**src/rtl/csrb_pkg.sv**
```systemverilog
package csrb_pkg;

  typedef enum logic {
    SVC_IDLE = 1'b0,
    SVC_BUSY = 1'b1
  } svc_state_e;

endpackage

```
**src/rtl/csrb_admit.sv**
```systemverilog
module csrb_admit #(
  parameter int NUM_CORES = 4
) (
  input  logic [NUM_CORES-1:0] req_valid,
  input  logic [NUM_CORES-1:0] pending,
  input  logic                 full,
  output logic [NUM_CORES-1:0] req_ready,
  output logic [NUM_CORES-1:0] grant
);

  for (genvar i = 0; i < NUM_CORES; i++) begin : g_port
    assign req_ready[i] = !pending[i] && !full;
    assign grant[i]     = req_valid[i] && req_ready[i];
  end

endmodule

```
**src/rtl/csrb_fifo.sv**
```systemverilog
module csrb_fifo #(
  parameter int DEPTH = 4,
  parameter int W     = 8
) (
  input  logic             clk,
  input  logic             rst_n,
  input  logic [DEPTH-1:0] wr_en,
  input  logic [DEPTH*W-1:0] wr_data,
  input  logic             rd_en,
  output logic [W-1:0]     head,
  output logic             head_valid,
  output logic             full,
  output logic [$clog2(DEPTH+1)-1:0] fill
);

  localparam int PW = (DEPTH > 1) ? $clog2(DEPTH) : 1;
  localparam int CW = $clog2(DEPTH+1);
  localparam int SW = ((PW > CW) ? PW : CW) + 1;

  logic [W-1:0]  mem [DEPTH];
  logic [PW-1:0] wr_ptr, rd_ptr;
  logic [CW-1:0] rank [DEPTH];
  logic [PW-1:0] slot [DEPTH];
  logic [CW-1:0] n_wr;

  function automatic logic [PW-1:0] wrap_add(input logic [PW-1:0] base,
                                             input logic [CW-1:0] off);
    logic [SW-1:0] s;
    s = SW'(base) + SW'(off);
    if (s >= SW'(DEPTH)) s = s - SW'(DEPTH);
    return s[PW-1:0];
  endfunction

  always_comb begin
    logic [CW-1:0] run;
    run = '0;
    for (int i = 0; i < DEPTH; i++) begin
      rank[i] = run;
      slot[i] = wrap_add(wr_ptr, run);
      run     = run + CW'(wr_en[i]);
    end
    n_wr = run;
  end

  always_ff @(posedge clk) begin
    for (int i = 0; i < DEPTH; i++) begin
      if (wr_en[i]) mem[slot[i]] <= wr_data[i*W +: W];
    end
  end

  always_ff @(posedge clk) begin
    if (!rst_n) begin
      wr_ptr <= '0;
      rd_ptr <= '0;
      fill   <= '0;
    end else begin
      wr_ptr <= wrap_add(wr_ptr, n_wr);
      if (rd_en) rd_ptr <= wrap_add(rd_ptr, CW'(1));
      fill   <= fill + n_wr - CW'(rd_en);
    end
  end

  assign head       = mem[rd_ptr];
  assign head_valid = (fill != '0);
  assign full       = (fill == CW'(DEPTH));

endmodule

```
**src/rtl/csrb_svc.sv**
```systemverilog
module csrb_svc #(
  parameter int NUM_CORES = 4,
  parameter int ID_W      = 2
) (
  input  logic                 clk,
  input  logic                 rst_n,
  input  logic                 head_valid,
  input  logic [ID_W-1:0]      head_core,
  input  logic                 srv_ready,
  input  logic                 done_in,
  output logic                 srv_valid,
  output logic                 pop,
  output logic [NUM_CORES-1:0] release_vec,
  output logic [NUM_CORES-1:0] done_out
);

  import csrb_pkg::*;

  svc_state_e      state;
  logic [ID_W-1:0] cur_core;

  assign srv_valid = head_valid && (state == SVC_IDLE);
  assign pop       = srv_valid && srv_ready;

  for (genvar i = 0; i < NUM_CORES; i++) begin : g_rel
    assign release_vec[i] = (state == SVC_BUSY) && done_in && (cur_core == ID_W'(i));
  end

  always_ff @(posedge clk) begin
    if (!rst_n) begin
      state    <= SVC_IDLE;
      cur_core <= '0;
      done_out <= '0;
    end else begin
      done_out <= release_vec;
      if (pop) begin
        state    <= SVC_BUSY;
        cur_core <= head_core;
      end else if (state == SVC_BUSY && done_in) begin
        state <= SVC_IDLE;
      end
    end
  end

endmodule

```
**src/rtl/cs_req_buffer.sv**
```systemverilog
module cs_req_buffer #(
  parameter int NUM_CORES = 4,
  parameter int LOCK_W    = 8,
  parameter int ADDR_W    = 32,
  parameter int ID_W      = (NUM_CORES > 1) ? $clog2(NUM_CORES) : 1
) (
  input  logic                        clk,
  input  logic                        rst_n,
  input  logic [NUM_CORES-1:0]        req_valid,
  input  logic [NUM_CORES*LOCK_W-1:0] req_lock,
  input  logic [NUM_CORES*ADDR_W-1:0] req_addr,
  output logic [NUM_CORES-1:0]        req_ready,
  output logic                        srv_valid,
  input  logic                        srv_ready,
  output logic [ID_W-1:0]             srv_core,
  output logic [LOCK_W-1:0]           srv_lock,
  output logic [ADDR_W-1:0]           srv_addr,
  input  logic                        done_in,
  output logic [NUM_CORES-1:0]        done_out
);

  localparam int EW = ID_W + LOCK_W + ADDR_W;
  localparam int CW = $clog2(NUM_CORES+1);

  logic [NUM_CORES-1:0]    pending;
  logic [NUM_CORES-1:0]    grant;
  logic [NUM_CORES-1:0]    release_vec;
  logic                    full;
  logic                    head_valid;
  logic                    pop;
  logic [EW-1:0]           head;
  logic [NUM_CORES*EW-1:0] wr_data;
  logic [CW-1:0]           fill_cnt;

  for (genvar i = 0; i < NUM_CORES; i++) begin : g_pack
    assign wr_data[i*EW +: EW] = {ID_W'(i), req_lock[i*LOCK_W +: LOCK_W],
                                  req_addr[i*ADDR_W +: ADDR_W]};
  end

  csrb_admit #(.NUM_CORES(NUM_CORES)) admit_i (
    .req_valid (req_valid),
    .pending   (pending),
    .full      (full),
    .req_ready (req_ready),
    .grant     (grant)
  );

  csrb_fifo #(.DEPTH(NUM_CORES), .W(EW)) fifo_i (
    .clk        (clk),
    .rst_n      (rst_n),
    .wr_en      (grant),
    .wr_data    (wr_data),
    .rd_en      (pop),
    .head       (head),
    .head_valid (head_valid),
    .full       (full),
    .fill       (fill_cnt)
  );

  csrb_svc #(.NUM_CORES(NUM_CORES), .ID_W(ID_W)) svc_i (
    .clk         (clk),
    .rst_n       (rst_n),
    .head_valid  (head_valid),
    .head_core   (head[EW-1 -: ID_W]),
    .srv_ready   (srv_ready),
    .done_in     (done_in),
    .srv_valid   (srv_valid),
    .pop         (pop),
    .release_vec (release_vec),
    .done_out    (done_out)
  );

  always_ff @(posedge clk) begin
    if (!rst_n) pending <= '0;
    else        pending <= (pending | grant) & ~release_vec;
  end

  assign srv_core = head[EW-1 -: ID_W];
  assign srv_lock = head[ADDR_W +: LOCK_W];
  assign srv_addr = head[ADDR_W-1:0];

endmodule

```
**config.mk**
```make
export PLATFORM = sky130hd
export DESIGN_NAME = cs_req_buffer
export DESIGN_NICKNAME = d
export VERILOG_FILES = /design/src/rtl/csrb_pkg.sv /design/src/rtl/csrb_admit.sv /design/src/rtl/csrb_fifo.sv /design/src/rtl/csrb_svc.sv /design/src/rtl/cs_req_buffer.sv
export SDC_FILE = /design/constraint.sdc
export NUM_CORES = 1
export LEC_CHECK = 0
export CAP_MARGIN = 20
export CORE_MARGIN = 1
export CORE_UTILIZATION = 35
export DETAILED_ROUTE_END_ITERATION = 10
export MAX_ROUTING_LAYER = met4
export PLACE_DENSITY = 0.62
export SYNTH_ARGS = -nofsm -noshare
export SYNTH_HDL_FRONTEND = slang
export SYNTH_HIERARCHICAL = 1
export SYNTH_SLANG_ARGS = --single-unit
export TNS_END_PERCENT = 1
```
**constraint.sdc**
```tcl
create_clock -name clk -period 8.4 [get_ports clk]
set_input_delay 1.68 -clock clk [delete_from_list [all_inputs] [get_ports clk]]
set_output_delay 1.68 -clock clk [all_outputs]
set_load 0.005 [all_outputs]
```
==> results.json <==
{
  "grt_max_degree": 87,
  "combPwrFrac_pct": 55.2,
  "synth_top_area_share_pct": 38.5,
  "core_mm2": 0.0367,
  "fin_tns_setup_ns": 0,
  "synthTopCellsByArea": "edfxtp_1 (39%), mux2i_1 (26%), or3_1 (8.1%)",
  "ios": 219,
  "area_growth_pct": 23.7,
  "yosysTopAreaCell": "edfxtp_1",
  "finalCritPeriodShare_pct": 71.6,
  "path_cells": "clkdlybuf4s50_1 > nor3b_2 > ha_1 > ha_1 > xor3_4 > a31oi_4 > buf_4 > nand2_2 > buf_4",
  "antenna_found_initial": 1,
  "maxSlewHeadroom_pct": 26.2,
  "worstPathRequired_ns": 8.57,
  "finalNetCount": 1480,
  "wl_mm": 42.9,
  "grt.total_usage_pct": 23.0,
  "cts_buffers": 17,
  "drt-initial-drc-count": 640,
  "seqPwrFrac_pct": 32.1,
  "whs_ns": 0.528,
  "clock_path_buffers": 2,
  "cp-end-kind": "register",
  "numPortBuffers": 218,
  "setup_viol": 0,
  "drc": 0,
  "crit_arrival_ns": 6.18,
  "start_util_pct": 35.7,
  "insertion_delay_ns": 0.44,
  "clk_pin_slew_ns": 0.07,
  "switching_share_pct": 42.0,
  "hold_viol": 0,
  "reg2reg_from": "fifo_i/fill[2]$_SDFF_PN0_",
  "drtAntennaViolNets": 0,
  "holdBufCountCts": 0,
  "synth_most_common_cell": "mux2i_1",
  "p_int_mw": 3.62,
  "dpl.hpwl_mm": 25.1,
  "gp_congestion": 0.790,
  "crit_type": "in2reg",
  "ys.flop_type": "edfxtp_1",
  "stdcell_count": 1781,
  "worstReg2RegEnd": "fifo_i/mem[3][39]$_DFFE_PP_",
  "postSynthCellCount": 1115,
  "cts_tree": "built",
  "path_max_fanout": 86,
  "wl_per_cell_um": 24.1,
  "viasPerCell": 5.67,
  "die-area_mm2": 0.0382,
  "yosysWarnings": 6,
  "drt_pass1_iterations": 5,
  "synth_seq_cells": 188,
  "worst_pin_slew_ns": 1.11,
  "p_leak_nw": 5.83,
  "r2r_setup_slack_ns": 3.42,
  "p_sw_mw": 2.62,
  "fillers": 3425,
  "power_frac_clock_pct": 12.7,
  "dp.cells": 1748,
  "grt_pass1_wl_mm": 63.3,
  "synth_edf_count": 168,
  "min_path_type": "reg2reg",
  "multiInputGateArea_mm2": 0.00723,
  "fmax_ghz": 0.166,
  "period_minus_slack_ns": 6.01,
  "synth_area_per_cell_um2": 11.7,
  "r2r_cells": 10,
  "cts_setup_buffers": 0,
  "cts_resized": 0,
  "seqCellArea_mm2": 0.00545,
  "cpPeakStageDelay_ns": 0.87,
  "die_x_um": 195,
  "synth_common_cells": "mux2i_1 (338), or3_1 (169), a21oi_1 (168), edfxtp_1 (168), mux4_2 (42)",
  "die_y_um": 195,
  "cts_root_buf": "clkbuf_16",
  "critPathSlowestCell": "xor3_4",
  "vdd_ir_drop_max_mv": 0.337,
  "setup.worst_path.start_class": "input pin",
  "fin_skew_ns": 0.0134,
  "cts.sinks": 188,
  "layout-drive-gt1-share_pct": 9.30,
  "postSynth.asyncResetShare_pct": 0,
  "rsz0062_at_grt": "no",
  "drv_cap": 0,
  "cp-startpoint": "req_valid[0]",
  "synth_area_mm2": 0.0131,
  "htree_levels": 4,
  "outcome": "finished, final reports clean",
  "overflow": 0,
  "synth_cell_type_count": 43,
  "grt_pass1_vias": 10200,
  "via_count": 10100,
  "crit_end": "fifo_i/mem[3][39]$_DFFE_PP_",
  "drv_slew": 0,
  "num_rows": 70,
  "yosysSeqAreaShare_pct": 41.6,
  "p_per_area_mw_per_mm2": 386
}
==> cell families after synthesis <==
logic type	share of synthesized area, %
compound gates	7.03
xor+xnor	1.07
fa+ha+maj	1.41
buf+inv	4.66
flops	41.6
mux	33.1
other cells	0.0574
simple gates	11.1
==> area by class of cell <==
type	count	share of cell area, %
Sequential cell	188	33.7
Timing Repair Buffer	238	14.4
Inverter	10	0.232
Multi-Input combinational cell	844	44.6
Tap cell	468	3.62
Clock inverter	13	0.773
Clock buffer	19	2.67
Antenna cell	1	0.0155
==> how the worst min path moves through the flow <==
stage                                   start                             end  slack [ns]  depth (start not counted)
5_1_grt        svc_i/cur_core[1]$_SDFFE_PN0P_    svc_i/done_out[0]$_SDFF_PN0_        0.56                          1
2_1_floorplan  svc_i/cur_core[1]$_SDFFE_PN0P_    svc_i/done_out[0]$_SDFF_PN0_        0.48                          1
4_1_cts        svc_i/cur_core[1]$_SDFFE_PN0P_  svc_i/cur_core[1]$_SDFFE_PN0P_        0.52                          2
3_5_place_dp   svc_i/cur_core[1]$_SDFFE_PN0P_  svc_i/cur_core[1]$_SDFFE_PN0P_        0.51                          2
3_3_place_gp   svc_i/cur_core[1]$_SDFFE_PN0P_  svc_i/cur_core[1]$_SDFFE_PN0P_        0.51                          2
6_report       svc_i/cur_core[1]$_SDFFE_PN0P_    svc_i/done_out[0]$_SDFF_PN0_        0.53                          1
==> worst max-delay path, delay by kind of cell <==
kind                     cells  cell delay (ns)
AO/OA/AOI/OAI                1             0.31
XOR/XNOR                     1             0.87
adder cells (fa/ha/maj)      2             0.58
AND/OR/NAND/NOR              2             1.20
buffers and inverters        3             1.50
==> power groups by stage <==
stage               sequential (mW)  clock [mW]  combinational, mW
global placement               2.01           0               3.40
finish                         2.00       0.792               3.45
CTS                            2.01       0.807               3.45
detailed placement             2.03           0               3.43
floorplan                      1.97           0               2.20
global route                   2.05       0.838               3.67
==> sequential cells by signal, indices dropped and copies added (netlist names), named ones only <==
register,cells
svc_i/done_out,4
fifo_i/wr_ptr,2
fifo_i/mem,168
pending,4
svc_i/cur_core,2
svc_i/state,1
fifo_i/fill,3
fifo_i/rd_ptr,2
==> stage by stage <==
| step | total power, mW | cell area, um^2 | worst slack (ns) | util [%] |
|---|---|---|---|---|
| after floorplan | 4.17 | 13200 | 0.772 | - |
| after global placement | 5.41 | 15600 | 2.04 | 42.6 |
| after detailed placement | 5.46 | 15600 | 1.96 | 42.6 |
| after CTS | 6.26 | 16200 | 2.41 | 44.1 |
| after global routing | 6.56 | 16200 | 2.29 | 44.1 |
| final | 6.24 | 16200 | 2.39 | 44.1 |
==> routing by layer <==
layer	global-route usage, %	up-vias	wire length, um
li1	-	4638	-
met1	28.0	4993	17800
met2	39.6	420	21700
met3	2.61	53	2540
met4	7.29	0	841
met5	-	-	0
==> placed cells by master (no fill, tap or decap), types with 3 or more instances in the layout <==
cell	n
edfxtp_1	168
nor2_1	15
dfxtp_1	18
inv_1	10
fa_1	3
mux2i_1	338
inv_6	3
xnor2_1	5
clkdlybuf4s50_1	218
a21oi_1	168
conb_1	32
nor3b_2	8
nor2_4	3
nand2_1	9
inv_8	5
mux4_2	42
clkbuf_16	17
or3_1	169
nand2_2	3
ha_1	10
buf_4	20
and2_1	8
clkinv_4	4
xor2_1	3
No activity file was read; power rests on OpenSTA's default activity.
